**config.mk**
```make
export PLATFORM = sky130hd
export DESIGN_NAME = fetchTargetBuffer
export DESIGN_NICKNAME = d
export VERILOG_FILES = /design/src/rtl/ftbPkg.sv /design/src/rtl/ftbDatapath.sv /design/src/rtl/ftbControl.sv /design/src/rtl/fetchTargetBuffer.sv
export SDC_FILE = /design/constraint.sdc
export NUM_CORES = 1
export LEC_CHECK = 0
export BUFFER_PORTS_ARGS = -buffer_cell sky130_fd_sc_hd__buf_4
export CAP_MARGIN = 20
export CORE_ASPECT_RATIO = 0.5
export CORE_MARGIN = 2
export CORE_UTILIZATION = 45
export CTS_BUF_LIST = sky130_fd_sc_hd__clkbuf_8 sky130_fd_sc_hd__clkbuf_16
export DETAILED_ROUTE_END_ITERATION = 6
export PLACE_DENSITY_LB_ADDON = 0.08
export SETUP_SLACK_MARGIN = 0.3
export SLEW_MARGIN = 5
export SYNTH_ARGS = -nofsm -noshare
export SYNTH_HDL_FRONTEND = slang
export SYNTH_SLANG_ARGS = --single-unit
export TNS_END_PERCENT = 1
```
**constraint.sdc**
```tcl
create_clock -name clk -period 17.75 [get_ports clk]
set_input_delay 2.6625 -clock clk [delete_from_list [all_inputs] [get_ports clk]]
set_output_delay 2.6625 -clock clk [all_outputs]
set_load 0.02 [all_outputs]
```
**src/rtl/ftbPkg.sv**
```systemverilog
package ftbPkg;
  // strobes sent from control to datapath for the resolve port
  typedef struct packed {
    logic       write;    // write the entry selected by the resolve address
    logic [1:0] ctrNext;  // counter value to store
  } ftbStrobe_t;
endpackage

```
**src/rtl/ftbDatapath.sv**
```systemverilog
module ftbDatapath
  import ftbPkg::*;
#(
  parameter int PC_W  = 32,
  parameter int IDX_W = 3
) (
  input  logic             clk,
  input  logic             rstN,
  input  logic [PC_W-1:0]  fetchPc,
  input  logic             resValid,
  input  logic             resTaken,
  input  logic [PC_W-1:0]  resPc,
  input  logic [PC_W-1:0]  resTarget,
  input  ftbStrobe_t       strobe,
  output logic             fetchHit,
  output logic [1:0]       fetchCtr,
  output logic [PC_W-1:0]  fetchTarget,
  output logic             resHit,
  output logic [1:0]       resCtr
);
  localparam int ENTRIES = 1 << IDX_W;
  localparam int TAG_LO  = IDX_W + 2;
  localparam int TAG_W   = PC_W - TAG_LO;

  logic [ENTRIES-1:0] validQ;
  logic [TAG_W-1:0]   tagQ    [ENTRIES];
  logic [PC_W-1:0]    targetQ [ENTRIES];
  logic [1:0]         ctrQ    [ENTRIES];

  logic [IDX_W-1:0] fetchIdx, resIdx;
  logic [TAG_W-1:0] fetchTag, resTag;

  assign fetchIdx = fetchPc[IDX_W+1:2];
  assign fetchTag = fetchPc[PC_W-1:TAG_LO];
  assign resIdx   = resPc[IDX_W+1:2];
  assign resTag   = resPc[PC_W-1:TAG_LO];

  // lookup for fetch, reads state before any same-cycle write
  assign fetchHit    = validQ[fetchIdx] && (tagQ[fetchIdx] == fetchTag);
  assign fetchCtr    = ctrQ[fetchIdx];
  assign fetchTarget = targetQ[fetchIdx];

  // lookup for the resolve port
  assign resHit = validQ[resIdx] && (tagQ[resIdx] == resTag);
  assign resCtr = ctrQ[resIdx];

  generate
    for (genvar e = 0; e < ENTRIES; e++) begin : gEntry
      logic wrSel;
      assign wrSel = strobe.write && (resIdx == IDX_W'(e));

      always_ff @(posedge clk or negedge rstN) begin
        if (!rstN)      validQ[e] <= 1'b0;
        else if (wrSel) validQ[e] <= 1'b1;
      end

      always_ff @(posedge clk) begin
        if (wrSel) begin
          tagQ[e]    <= resTag;
          targetQ[e] <= resTarget;
          ctrQ[e]    <= strobe.ctrNext;
        end
      end
    end
  endgenerate

  // a taken resolve always leaves its index valid
  p_alloc_valid_r3: assert property (@(posedge clk) disable iff (!rstN)
    (resValid && resTaken) |=> validQ[$past(resIdx)]);

  // a not-taken miss never writes
  p_no_alloc_r4: assert property (@(posedge clk) disable iff (!rstN)
    (resValid && !resTaken && !resHit) |-> !strobe.write);

  // counter moves toward the outcome by at most one
  p_ctr_up_r6: assert property (@(posedge clk) disable iff (!rstN)
    (strobe.write && resHit && resTaken) |->
      (strobe.ctrNext >= resCtr) && (3'(strobe.ctrNext) <= 3'(resCtr) + 3'd1));
  p_ctr_down_r6: assert property (@(posedge clk) disable iff (!rstN)
    (strobe.write && resHit && !resTaken) |->
      (strobe.ctrNext <= resCtr) && (3'(resCtr) <= 3'(strobe.ctrNext) + 3'd1));

  // hit update keeps the entry owned by the same address
  p_hit_keeps_r7: assert property (@(posedge clk) disable iff (!rstN)
    (resValid && resHit) |=> validQ[$past(resIdx)]);
endmodule

```
**src/rtl/ftbControl.sv**
```systemverilog
module ftbControl
  import ftbPkg::*;
(
  input  logic        clk,
  input  logic        rstN,
  input  logic        resValid,
  input  logic        resTaken,
  input  logic        resHit,
  input  logic [1:0]  resCtr,
  output ftbStrobe_t  strobe,
  output logic        misfetch,
  output logic        mispredict
);
  localparam logic [1:0] CTR_MAX  = 2'd3;
  localparam logic [1:0] CTR_MIN  = 2'd0;
  localparam logic [1:0] CTR_WEAK = 2'd2;

  logic [1:0] stepped;

  always_comb begin
    if (resTaken) stepped = (resCtr == CTR_MAX) ? CTR_MAX : resCtr + 2'd1;
    else          stepped = (resCtr == CTR_MIN) ? CTR_MIN : resCtr - 2'd1;
  end

  always_comb begin
    strobe = '0;
    if (resValid) begin
      if (resHit) begin
        strobe.write   = 1'b1;
        strobe.ctrNext = stepped;
      end else if (resTaken) begin
        strobe.write   = 1'b1;
        strobe.ctrNext = CTR_WEAK;
      end
    end
  end

  assign misfetch   = resValid && resTaken && !resHit;
  assign mispredict = resValid && resHit && (resCtr[1] != resTaken);

  // the two penalty flags never coincide
  p_flags_apart_r9: assert property (@(posedge clk) disable iff (!rstN)
    !(misfetch && mispredict));

  // every misfetch results in a write
  p_misfetch_alloc_r8: assert property (@(posedge clk) disable iff (!rstN)
    misfetch |-> strobe.write && (strobe.ctrNext == CTR_WEAK));
endmodule

```
**src/rtl/fetchTargetBuffer.sv**
```systemverilog
module fetchTargetBuffer
  import ftbPkg::*;
#(
  parameter int PC_W  = 32,
  parameter int IDX_W = 3
) (
  input  logic             clk,
  input  logic             rstN,
  input  logic [PC_W-1:0]  fetchPc,
  output logic [PC_W-1:0]  nextPc,
  output logic             fetchHit,
  output logic             fetchTaken,
  input  logic             resValid,
  input  logic [PC_W-1:0]  resPc,
  input  logic [PC_W-1:0]  resTarget,
  input  logic             resTaken,
  output logic             misfetch,
  output logic             mispredict
);
  localparam logic [PC_W-1:0] STEP = PC_W'(4);

  ftbStrobe_t      strobe;
  logic [1:0]      fetchCtr, resCtr;
  logic [PC_W-1:0] fetchTarget;
  logic            resHit;

  ftbDatapath #(.PC_W(PC_W), .IDX_W(IDX_W)) uDatapath (
    .clk(clk), .rstN(rstN), .fetchPc(fetchPc),
    .resValid(resValid), .resTaken(resTaken),
    .resPc(resPc), .resTarget(resTarget), .strobe(strobe),
    .fetchHit(fetchHit), .fetchCtr(fetchCtr), .fetchTarget(fetchTarget),
    .resHit(resHit), .resCtr(resCtr)
  );

  ftbControl uControl (
    .clk(clk), .rstN(rstN), .resValid(resValid), .resTaken(resTaken),
    .resHit(resHit), .resCtr(resCtr), .strobe(strobe),
    .misfetch(misfetch), .mispredict(mispredict)
  );

  assign fetchTaken = fetchHit && fetchCtr[1];
  assign nextPc     = fetchTaken ? fetchTarget : fetchPc + STEP;

  p_seq_on_miss_r2: assert property (@(posedge clk) disable iff (!rstN)
    !fetchHit |-> (nextPc == fetchPc + STEP) && !fetchTaken);

  p_taken_needs_hit_r5: assert property (@(posedge clk) disable iff (!rstN)
    fetchTaken |-> fetchHit);
endmodule

```
Word level (Yosys, flattened, before mapping)
Memories as Yosys holds them, arrays and structs flattened.
Cells that the tools add are included.
{"block": "op_classes", "addsub": 3, "n_lt_le_gt_ge": 2, "n_eq_ne": 11, "mux": 90, "n_reduce_logical": 39}
{"operator": "32-bit 2-to-1 mux", "n": 8}
{"operator": "32-bit OR reduction", "n": 7}
{"operator": "27-bit 2-to-1 mux", "n": 7}
{"operator": "27-bit OR reduction", "n": 7}
{"operator": "3-bit 2-to-1 mux", "n": 24}
{"operator": "27-bit equality test", "n": 2}
{"operator": "1-bit 2-to-1 mux", "n": 39}
{"operator": "32-bit by 3-bit adder with 32-bit output (second input constant)", "n": 1}
{"operator": "2-bit 2-to-1 mux", "n": 10}
{"operator": "1-bit logical AND", "n": 15}
{"operator": "2-bit OR reduction", "n": 7}
{"operator": "3-bit equality test (second input constant)", "n": 4}
{"operator": "3-bit by 4-bit < comparator with 1-bit output (second input constant)", "n": 2}
{"operator": "1-bit binary-select mux with 3-bit select", "n": 2}
{"operator": "3-bit by 2-bit equality test with 1-bit output (second input constant)", "n": 2}
{"operator": "3-bit by 1-bit equality test with 1-bit output (second input constant)", "n": 1}
{"operator": "3-bit logical NOT", "n": 1}
{"operator": "2-bit by 1-bit adder with 2-bit output (second input constant)", "n": 1}
{"operator": "2-bit equality test (second input constant)", "n": 1}
{"operator": "2-bit logical NOT", "n": 1}
{"operator": "2-bit by 1-bit subtractor with 2-bit output (second input constant)", "n": 1}
{"operator": "1-bit logical NOT", "n": 1}
{"operator": "1-bit != test", "n": 1}
{"block": "word_totals", "reg_bits": 8, "mem_bits_rw": 488, "inputBits": 100, "out_inout_bits": 36, "elab_cells": 156, "memories": 3}
{"name": "uDatapath.targetQ", "words": 8, "width": 32, "read_ports": 1, "rd_ports_with_merged_regs": 0, "write_ports": 1, "line_no": "ftbDatapath.sv:27", "source": "logic [PC_W-1:0] targetQ [ENTRIES];"}
{"name": "uDatapath.tagQ", "words": 8, "width": 27, "read_ports": 2, "rd_ports_with_merged_regs": 0, "write_ports": 1, "line_no": "ftbDatapath.sv:26", "source": "logic [TAG_W-1:0] tagQ [ENTRIES];"}
{"name": "uDatapath.ctrQ", "words": 8, "width": 2, "read_ports": 2, "rd_ports_with_merged_regs": 0, "write_ports": 1, "line_no": "ftbDatapath.sv:28", "source": "logic [1:0] ctrQ [ENTRIES];"}

Depth between registers and ports, before layout
Gate-level depths: netlist of the first run.
An unclocked memory read counts as a cell.
{"block": "depth", "word_depth": 17, "ltp_mapped": 14, "mapped_depth_nobuf": 9}

Hierarchy
Synthesis of the first run repeated with hierarchy kept, for this count alone.
{"block": "unflattened", "cells_unflattened": 1137, "area_unflattened_um2": 22133.7}
{"mod": "ftbDatapath", "n_inst": 1, "cells_per_inst": 960, "area_per_inst_um2": 21089.0, "seq_area_each_um2": 14854.2}
{"mod": "fetchTargetBuffer", "n_inst": 1, "cells_per_inst": 165, "area_per_inst_um2": 968.4, "seq_area_each_um2": 0.0}
{"mod": "ftbControl", "n_inst": 1, "cells_per_inst": 12, "area_per_inst_um2": 76.3, "seq_area_each_um2": 0.0}

Least setup slack after synthesis of the first run
OpenSTA, ideal clock, no wires.
{"block": "synth_timing", "path_kind": "input-to-reg", "from": "input port resPc[2]", "to": "memory uDatapath.ctrQ[0][0], enable pin", "setup_time_ps": 555, "arrival_ps": 8829, "t_required_ps": 17195, "path_slack_ps": 8366, "stages": 11, "n_path_buf": 2, "path_cell_list": "buf_2 -> inv_1 -> clkbuf_1 -> o211a_1 -> a211oi_1 -> xnor2_1 -> nand4_1 -> nor4_1 -> nand4_1 -> a21o_1 -> nor3_1"}
{"block": "synth_between", "word_cells_on_any_way": 60, "classes_between": "eq/ne (8); mux (34); reduce/logical (17); memory (1)"}
{"element": "start, declared", "line_no": "fetchTargetBuffer.sv:14", "source": "input logic [PC_W-1:0] resPc,"}
{"element": "memory 8 x 27 bit / 1-bit binary-select mux with 3-bit select (equally long branches)"}
{"element": "27-bit equality test / 1-bit 2-to-1 mux (equally long branches)", "line_no": "ftbDatapath.sv:44", "source": "assign resHit = validQ[resIdx] && (tagQ[resIdx] == resTag);"}
{"element": "1-bit logical AND", "line_no": "ftbDatapath.sv:44"}
{"element": "3-bit 2-to-1 mux", "line_no": "ftbControl.sv:28", "source": "if (resHit) begin"}
{"element": "3-bit 2-to-1 mux", "line_no": "ftbControl.sv:27", "source": "if (resValid) begin"}
{"element": "1-bit logical AND (*)", "line_no": "ftbDatapath.sv:50", "source": "assign wrSel = strobe.write && (resIdx == IDX_W'(e));"}
{"element": "net uDatapath.gEntry[0].wrSel", "line_no": "ftbDatapath.sv:49", "source": "logic wrSel;"}
{"element": "1-bit 2-to-1 mux (*)", "line_no": "ftbDatapath.sv:58", "source": "if (wrSel) begin"}
{"element": "1-bit 2-to-1 mux (not written as such) (*)", "line_no": "ftbDatapath.sv:61", "source": "ctrQ[e] <= strobe.ctrNext;"}
{"element": "1-bit 2-to-1 mux (no source line) (*) (7 in a row)"}
{"element": "end, declared", "line_no": "ftbDatapath.sv:28"}
Mark *: on every way through the listed nets, which the timed path passes. The rest lies on a longest branch. The select of a mux whose other input is x is not followed.

Worst setup path after layout of the first run
{"block": "layout_timing", "from": "input port fetchPc[3]", "to": "output port nextPc[5]"}
{"block": "layout_between", "elab_chain_len": 5, "word_cells_on_any_way": 10, "classes_between": "add/sub (1); eq/ne (1); mux (3); reduce/logical (2); memory (3)"}
{"element": "start, declared", "line_no": "fetchTargetBuffer.sv:9", "source": "input logic [PC_W-1:0] fetchPc,"}
{"element": "branches (longest 4 deep; another with 32-bit by 3-bit adder with 32-bit output)"}
{"element": "32-bit 2-to-1 mux (*)", "line_no": "fetchTargetBuffer.sv:42", "source": "assign nextPc = fetchTaken ? fetchTarget : fetchPc + STEP;"}
{"element": "end, declared", "line_no": "fetchTargetBuffer.sv:10", "source": "output logic [PC_W-1:0] nextPc,"}
Every way passes the cells marked *. The select of a mux whose other input is x is not followed.

==> metrics.txt, run 1 <==
Initial Util 0.455; CTS tree done; measured slew at the worst slew-check pin 1100 ps; Worst Path Max Fanout 60; first-pass GRT wire length 82,200 um; hold buffer count at CTS 0; wire per inst 27.3 um; vias 11,900; Cell Chain, Critical Path buf_4 > buf_4 > nor2b_1 > buf_4 > a22oi_1 > nand2_1 > xnor2_1 > or4_1 > nor4_2 > and3b_2 > buf_4 > mux2i_1 > a211oi_2 > buf_4; dpl hpwl 33,900 um; clock skew 23.9 ps; EDFF count, synth 488; drt first pass iters 5; Logic pwr share 0.089; Synth cell types 46; Final Hold Vio Count 0; Final Instance Area 25,200 um2; Routed Antenna Nets 0; fill count 3,965; Period minus WS final 9920 ps; Hold Crit Class reg2reg; Cell Pwr Density 99.6 nW/um2; Cell Area, Synth 22,100 um2; Slew Viols, Final 0; IO Count 136; Nets 1,453; max frequency 0.101 GHz; DIE HEIGHT 161 um; slowest CP cell or4_1; Mapped Nets 1,314; Row Count 57; Largest stage delay, worst path 630 ps; WHS Endpoint uDatapath.validQ[4]$_DFFE_PN0P_; initial antenna violation count 5; setup TNS 0 ps; drt drc 0; IO buf count 133; worst reg2reg path depth 9; Synth area leaders edfxtp_1 (66%), mux4_2 (13%), mux2i_1 (6.7%); vias per cell 5.86; sw frac 0.225; Non-Filler Instances 2,037; R2R Setup Slk 12,480 ps; clock sink count 496; synthesized netlist cell count 1,213; Mean Syn Cell Area 18.2 um2; WS Path Type in2out; placed instance area 23,800 um2; Reg power frac 0.526; wirelength, routed 55,700 um; Die Area 50,900 um2; Clock power frac 0.385; Yosys top cell area share 0.664; period utilisation layout 0.559; Die W 317 um; Critical Path Start Type primary input; Clock transition at path regs 60 ps; synthesis-stage register bit count 496; largest net degree at the start of global routing 61; CTS root buffer clkbuf_16; # setup viols final 0; Psw 0.565 mW; number of global-route vias before repair 12,500; worst hold slack 491 ps; Hold Crit Depth 1; Core Util, Final 0.520; commonest cells in the netlist edfxtp_1 (488), mux2i_1 (147), mux4_2 (131); RSZ-0062 raised after global routing no; crit path DAT 7260 ps; Max Cap Viol 0; CP top delay family buffers and inverters; core box area 48,500 um2; element type at the critical path end output pin; outcome finished, final reports clean; Syn. warnings 0; Layout area overhead 14.3%; Remaining Overflow, GRT 0; Worst Path Required 15,090 ps; Slew HR 0.266; Synth area leader edfxtp_1; R2R Path End uDatapath.targetQ[4][12]$_DFFE_PP_; top-count cell post-synth edfxtp_1; Num CTS Buffers 46; Total GRT Usage 0.222; Placer Congestion 0.819; Placed Cells 1,953; hold path startpoint uDatapath.validQ[4]$_DFFE_PN0P_; 1st-iter DRT viols 980; Main synth FF type edfxtp_1; Top cell by count, worst path buf_4; asr flop ratio synth 0.0161; register area share after synthesis 0.673; Post-CTS Resized 0; CP bufs+invs 5; Setup Buffers After CTS 0; Critical R2R Launch uDatapath.tagQ[4][17]$_DFFE_PP_; Max clock buf depth 3; H-tree depth 2; Worst-Skew Late Latency 570 ps; peak supply drop 0.0696 mV; share of cells above drive strength 1 0.281; leak pwr 8.60 nW; Int Pwr 1.95 mW
==> cell families (layout without fill, tap and decap cells) <==
| logic type | Yosys count | after routing | synth area share |
|---|---|---|---|
| adder cells (fa/ha/maj) | 1 | 1 | 0.000567 |
| AND/OR/NAND/NOR | 165 | 165 | 0.0356 |
| XOR/XNOR | 81 | 81 | 0.0322 |
| flip-flops | 496 | 496 | 0.673 |
| buffers and inverters | 79 | 252 | 0.0185 |
| other | 0 | 2 | 0 |
| multiplexers | 292 | 292 | 0.209 |
| AO/OA/AOI/OAI | 99 | 99 | 0.0310 |
==> power groups by stage <==
stage,Sequential [mW],Clock [mW],Combinational (mW)
finish,1.32,0.967,0.222
global placement,1.35,0,0.222
global route,1.32,1.04,0.239
CTS,1.32,0.989,0.225
detailed placement,1.35,0,0.224
floorplan,1.35,0,0.135
==> layout by cell type (no fill, tap or decap), types with 4 or more instances in the layout <==
cell / instances
nor3_1: 5
a211oi_1: 4
buf_4: 159
mux2_2: 12
nand4_1: 7
mux4_2: 131
clkinvlp_4: 4
nor2_1: 45
edfxtp_1: 488
nand2_1: 45
nor3_2: 8
a221oi_1: 8
mux2i_1: 147
a31o_2: 8
nand2b_1: 6
bufinv_16: 4
nor2b_1: 8
dfrtp_1: 8
clkbuf_16: 46
inv_1: 25
a21oi_1: 31
nor4_1: 8
and3_1: 8
o22ai_1: 8
xnor2_1: 55
xor2_1: 26
nand3_1: 15
a22oi_1: 30
==> state kept, by name, indices dropped and copies added (netlist names) <==
signal,cells
uDatapath.targetQ,256
uDatapath.ctrQ,16
uDatapath.tagQ,216
uDatapath.validQ,8
==> cell type report <==
| class | instances | area [um2] | share of cell area |
|---|---|---|---|
| clock buffers | 48 | 1180 | 0.0468 |
| inverters | 10 | 37.5 | 0.00149 |
| multi-input cells | 638 | 6840 | 0.271 |
| diodes | 2 | 5.00 | 0.000199 |
| well taps | 649 | 812 | 0.0322 |
| clock inverters | 34 | 274 | 0.0109 |
| flip-flops and latches | 496 | 14900 | 0.589 |
| repair buffers | 160 | 1200 | 0.0478 |
==> stage by stage <==
stage                     setup slack [ps]  total power, mW
after floorplan                       8370             1.48
after global routing                  7530             2.60
after global placement                7810             1.57
final                                 7830             2.51
after detailed placement              7760             1.57
after CTS                             7750             2.54
==> how the worst max path moves through the flow <==
stage,start,to,slack (ps),depth (start not counted)
4_1_cts,fetchPc[3],nextPc[5],7750,14
6_report,fetchPc[3],nextPc[5],7830,14
2_1_floorplan,resPc[2],uDatapath.ctrQ[0][0]$_DFFE_PP_,8370,11
5_1_grt,fetchPc[3],nextPc[5],7530,14
3_5_place_dp,fetchPc[3],nextPc[5],7760,14
3_3_place_gp,fetchPc[3],nextPc[5],7810,14
==> metal layers <==
layer,part of all wire,global-route usage,routed length [um],up-vias
li1,-,-,-,5214
met1,0.44,0.315,24500,6306
met2,0.48,0.357,26800,320
met3,0.059,0.0458,3270,83
met4,0.019,0.0516,1080,4
met5,0.00040,0,22,-
(Power assumes the default switching activity.)
==> run 2: changes to the inputs <==
==> constraint.sdc (replaced) <==
create_clock -name clk -period 8.95 [get_ports clk]
set_input_delay 1.3425 -clock clk [delete_from_list [all_inputs] [get_ports clk]]
set_output_delay 1.3425 -clock clk [all_outputs]
set_load 0.02 [all_outputs]
==> run 2 against run 1 <==
Effect of this change: worst hold slack better by 4.0 ps; total power increased by 110%; combinational power is 100% higher; final area grew 1.2%; count of clock-buffer cells in the layout increased by 3.
==> metrics.txt, run 2 (synthesis gave the netlist of run 1 again) <==
DIE HEIGHT 161 um; drt first pass iters 6; Top Registers uDatapath.targetQ x256, uDatapath.tagQ x216, uDatapath.ctrQ x16; outcome finished, final reports clean; Max clock buf depth 3; period utilisation layout 0.806; Period minus WS final 7210 ps; IO Count 136; RSZ-0062 raised after global routing no; Row Count 57; clock skew 21.1 ps; wirelength, routed 56,100 um; 1st-iter DRT viols 1,072; Placed Cells 1,957; most frequent cells in the layout edfxtp_1 (488), buf_4 (159), mux2i_1 (147); CTS root buffer clkbuf_16; Worst-Skew Late Latency 570 ps; largest net degree at the start of global routing 56; peak supply drop 0.126 mV; Routed Antenna Nets 0; vias 11,900; fill count 3,924; Layout area overhead 15.6%; Clock transition at path regs 60 ps; Placer Congestion 0.837; share of cells above drive strength 1 0.287; worst hold slack 495 ps; IO buf count 133; setup TNS 0 ps; Initial Util 0.455; Die W 317 um; measured slew at the worst slew-check pin 1110 ps; largest reg by FF count uDatapath.targetQ; vias per cell 5.82; initial antenna violation count 2; Largest register FFs 256; H-tree depth 2; Total GRT Usage 0.224; first-pass GRT wire length 83,000 um; commonest non-fill, non-tap cell in the layout edfxtp_1; hold path startpoint uDatapath.validQ[3]$_DFFE_PN0P_; element type at the critical path end output pin; Die Area 50,900 um2; leak pwr 8.71 nW; Worst Setup SP fetchPc[3]; Worst Path Required 7610 ps; core box area 48,500 um2; Nets 1,457; Final Hold Vio Count 0; Slew HR 0.258; WS Path Type in2out; # setup viols final 0; wire per inst 27.5 um; Setup Buffers After CTS 0; hold buffer count at CTS 0; CTS tree done; clock sink count 496; Num CTS Buffers 46; drt drc 0; Worst Path Max Fanout 41; crit path DAT 5870 ps; Remaining Overflow, GRT 0; Non-Filler Instances 2,044; max frequency 0.139 GHz; Hold Crit Class reg2reg; Slew Viols, Final 0; Cell Pwr Density 205 nW/um2; Post-CTS Resized 0; number of global-route vias before repair 12,600; Max Cap Viol 0; Critical R2R Launch uDatapath.tagQ[3][24]$_DFFE_PP_; dpl hpwl 33,500 um; Critical Path Start Type primary input
-- run 2: cell types whose count changed in the layout (fill, tap and decap cells not counted), moves of 2 or more --
cell / change
clkbuf_16: +3
bufinv_16: +6
inv_1: -7
buf_12: +4
clkinv_1: +3
inv_6: -2
-- run 2: power breakdown --
| part | switching [mW] | internal, mW | leakage, nW | total [mW] |
|---|---|---|---|---|
| Combinational | 0.252 | 0.193 | 3.37 | 0.445 |
| Clock | 0.868 | 1.29 | 0.842 | 2.16 |
| Sequential | 0.0187 | 2.60 | 4.50 | 2.62 |
-- run 2: critical path, stage by stage --
cell and delay, ps:
buf_4 580, and2_1 760, buf_4 270, a22oi_1 80
nand2_1 200, xnor2_1 90, nor4_1 520, nand3_1 250
and3b_2 870, buf_4 380, nor2_1 80, a21oi_1 200
buf_4 190
-- run 2: final timing paths --
kind                                                     end  cells after the start  slack (ps)
max                                               nextPc[15]                     13        1740
min in group asynchronous    uDatapath.validQ[0]$_DFFE_PN0P_                      1         580
min reg2reg                  uDatapath.validQ[3]$_DFFE_PN0P_                      1         500
max reg2reg                uDatapath.targetQ[0][7]$_DFFE_PP_                      9        4390
max in group asynchronous    uDatapath.validQ[4]$_DFFE_PN0P_                      1        8240
min                          uDatapath.validQ[3]$_DFFE_PN0P_                      1         500
-- run 2: metal layers --
| metal | vias to the layer above | track usage | share of wire |
|---|---|---|---|
| li1 | 5226 | - | - |
| met5 | - | 0 | 0 |
| met3 | 90 | 0.0389 | 0.060 |
| met2 | 360 | 0.355 | 0.47 |
| met1 | 6226 | 0.322 | 0.44 |
| met4 | 0 | 0.0642 | 0.026 |
-- run 2: metrics by stage --
stage	cell area (um2)	setup WS [ps]	util	power, mW
2_1_floorplan	22100	886	-	2.94
3_3_place_gp	23800	1740	0.491	3.11
3_5_place_dp	23800	1730	0.491	3.12
4_1_cts	25500	1720	0.526	5.28
5_1_grt	25500	1540	0.526	5.40
6_report	25500	1740	0.526	5.23
-- run 2: layout make-up --
class | instances | area, um2 | share of cell area
flip-flops and latches | 496 | 14900 | 0.582
clock buffers | 51 | 1250 | 0.0492
multi-input cells | 638 | 6840 | 0.268
inverters | 10 | 37.5 | 0.00147
clock inverters | 34 | 412 | 0.0161
diodes | 2 | 5.00 | 0.000196
well taps | 649 | 812 | 0.0318
repair buffers | 164 | 1280 | 0.0504
==> run 3: changes to the inputs <==
==> constraint.sdc (replaced) <==
create_clock -name clk -period 7.2 [get_ports clk]
set_input_delay 1.08 -clock clk [delete_from_list [all_inputs] [get_ports clk]]
set_output_delay 1.08 -clock clk [all_outputs]
set_load 0.02 [all_outputs]
==> run 3 against run 2 <==
Effect of this change: the flow now finishes with violations (design-rule violations); register-to-register slack worse by 1200 ps; combinational power rose by 25%; non-clock buffer count is 3 higher; clock power is 16% higher; sequential share of layout area increased by 0.24 points; largest power group unchanged; die area stayed put; cell count is 0.15% lower; global-route usage grew 0.10 points; setup slack lost 560 ps.
==> metrics.txt, run 3 (synthesis gave the netlist of run 1 again) <==
outcome finished with violations; measured slew at the worst slew-check pin 942 ps; fill count 3,932; worst reg2reg path depth 10; Worst Path Required 6120 ps; Critical R2R Launch uDatapath.tagQ[2][6]$_DFFE_PP_; initial antenna violation count 1; Largest register FFs 256; wire per inst 27.8 um; 1st-iter DRT viols 1,030; Placer Congestion 0.828; largest reg by FF count uDatapath.targetQ; Remaining Overflow, GRT 0; Storage cell area 14,900 um2; number of global-route vias before repair 12,500; vias 12,100; clock skew 14.6 ps; Post-CTS Resized 0; element type at the critical path end output pin; max frequency 0.166 GHz; core box area 48,500 um2; CTS tree done; period utilisation layout 0.836; Routed Antenna Nets 0; Row Count 57; dpl hpwl 34,400 um; Die W 317 um; slowest CP cell nor2b_1; Clock transition at path regs 70 ps; peak supply drop 0.134 mV; Power Total 6.33 mW; Hold Crit Class in2async; RSZ-0062 raised after global routing no; Nets 1,460; commonest non-fill, non-tap cell in the layout edfxtp_1; worst hold slack 330 ps; Die Area 50,900 um2; Final Hold Vio Count 0; failing checks design-rule violations; WS Path Type in2out; wirelength, routed 56,800 um; Worst-Skew Late Latency 560 ps; Slew HR 0.372; Worst Setup SP fetchPc[2]; leak pwr 8.65 nW; drt first pass iters 7; setup TNS 0 ps; CTS root buffer clkbuf_16; Initial Util 0.455; Worst Path Max Fanout 60; share of cells above drive strength 1 0.285; IO Count 136; vias per cell 5.92; largest net degree at the start of global routing 61; Largest stage delay, worst path 650 ps; Setup Buffers After CTS 0; H-tree depth 2; Top Registers uDatapath.targetQ x256, uDatapath.tagQ x216, uDatapath.ctrQ x16; Layout area overhead 15.1%; crit path to nextPc[5]; clock sink count 496; hold buffer count at CTS 0; Final Instance Area 25,400 um2; # setup viols final 0; Top cell by count, worst path buf_4; R2R Path End uDatapath.targetQ[4][7]$_DFFE_PP_; IO buf count 133; Cell Pwr Density 249 nW/um2; Non-Filler Instances 2,041; DIE HEIGHT 161 um; crit path DAT 4940 ps; Period minus WS final 6020 ps; Total GRT Usage 0.225; placed instance area 23,900 um2; most frequent cells in the layout edfxtp_1 (488), buf_4 (160), mux2i_1 (147); Placed Cells 1,960; Slew Viols, Final 0; R2R Setup Slk 3170 ps; drt drc 4; Max Cap Viol 0; first-pass GRT wire length 83,000 um; Max clock buf depth 3; Multi-input gate area 6840 um2; Cell Chain, Critical Path buf_6 > nor2b_1 > buf_4 > a22oi_1 > nand2_1 > xnor2_1 > nor4_1 > nand3_1 > and3b_2 > buf_12 > mux2i_1 > a211oi_2 > buf_4; Num CTS Buffers 46; Critical Path Start Type primary input
## run 3: stage by stage
step / util / setup WS, ps
final: 0.524 / 1180
after CTS: 0.524 / 1140
after global placement: 0.492 / 1110
after floorplan: - / -602
after detailed placement: 0.492 / 1150
after global routing: 0.524 / 898
## run 3: area by class of cell
| class | count | share of cell area |
|---|---|---|
| inverters | 10 | 0.00148 |
| clock buffers | 47 | 0.0463 |
| multi-input cells | 638 | 0.269 |
| flip-flops and latches | 496 | 0.585 |
| diodes | 1 | 0.0000985 |
| clock inverters | 33 | 0.0135 |
| repair buffers | 167 | 0.0525 |
| well taps | 649 | 0.0320 |
## run 3: worst max-delay path: cells and delay by family
kind	cells	cell delay, ps
AOI/OAI and AO/OA	2	180
buffers and inverters	4	1230
muxes	1	270
and+or+nand+nor	5	2020
xor gates and xnor gates	1	100
## run 3: per-layer routing
layer	track usage	vias up	wire length [um]
met2	0.354	365	26800
met5	0	-	0
met4	0.0570	0	1290
met3	0.0342	83	3270
met1	0.333	6401	25400
li1	-	5227	-
## run 3: how the worst min path moves through the flow
stage	to	slack (ps)	cells after the start
floorplan	uDatapath.validQ[6]$_DFFE_PN0P_	450	1
global placement	uDatapath.validQ[7]$_DFFE_PN0P_	460	1
detailed placement	uDatapath.validQ[6]$_DFFE_PN0P_	490	1
CTS	uDatapath.validQ[5]$_DFFE_PN0P_	310	1
global route	uDatapath.validQ[4]$_DFFE_PN0P_	310	1
finish	uDatapath.validQ[0]$_DFFE_PN0P_	330	1
## run 3: where the power goes
group | switching, mW | internal [mW] | total, mW
registers | 0.0236 | 3.24 | 3.26
clock network | 1.07 | 1.44 | 2.51
logic | 0.316 | 0.242 | 0.557
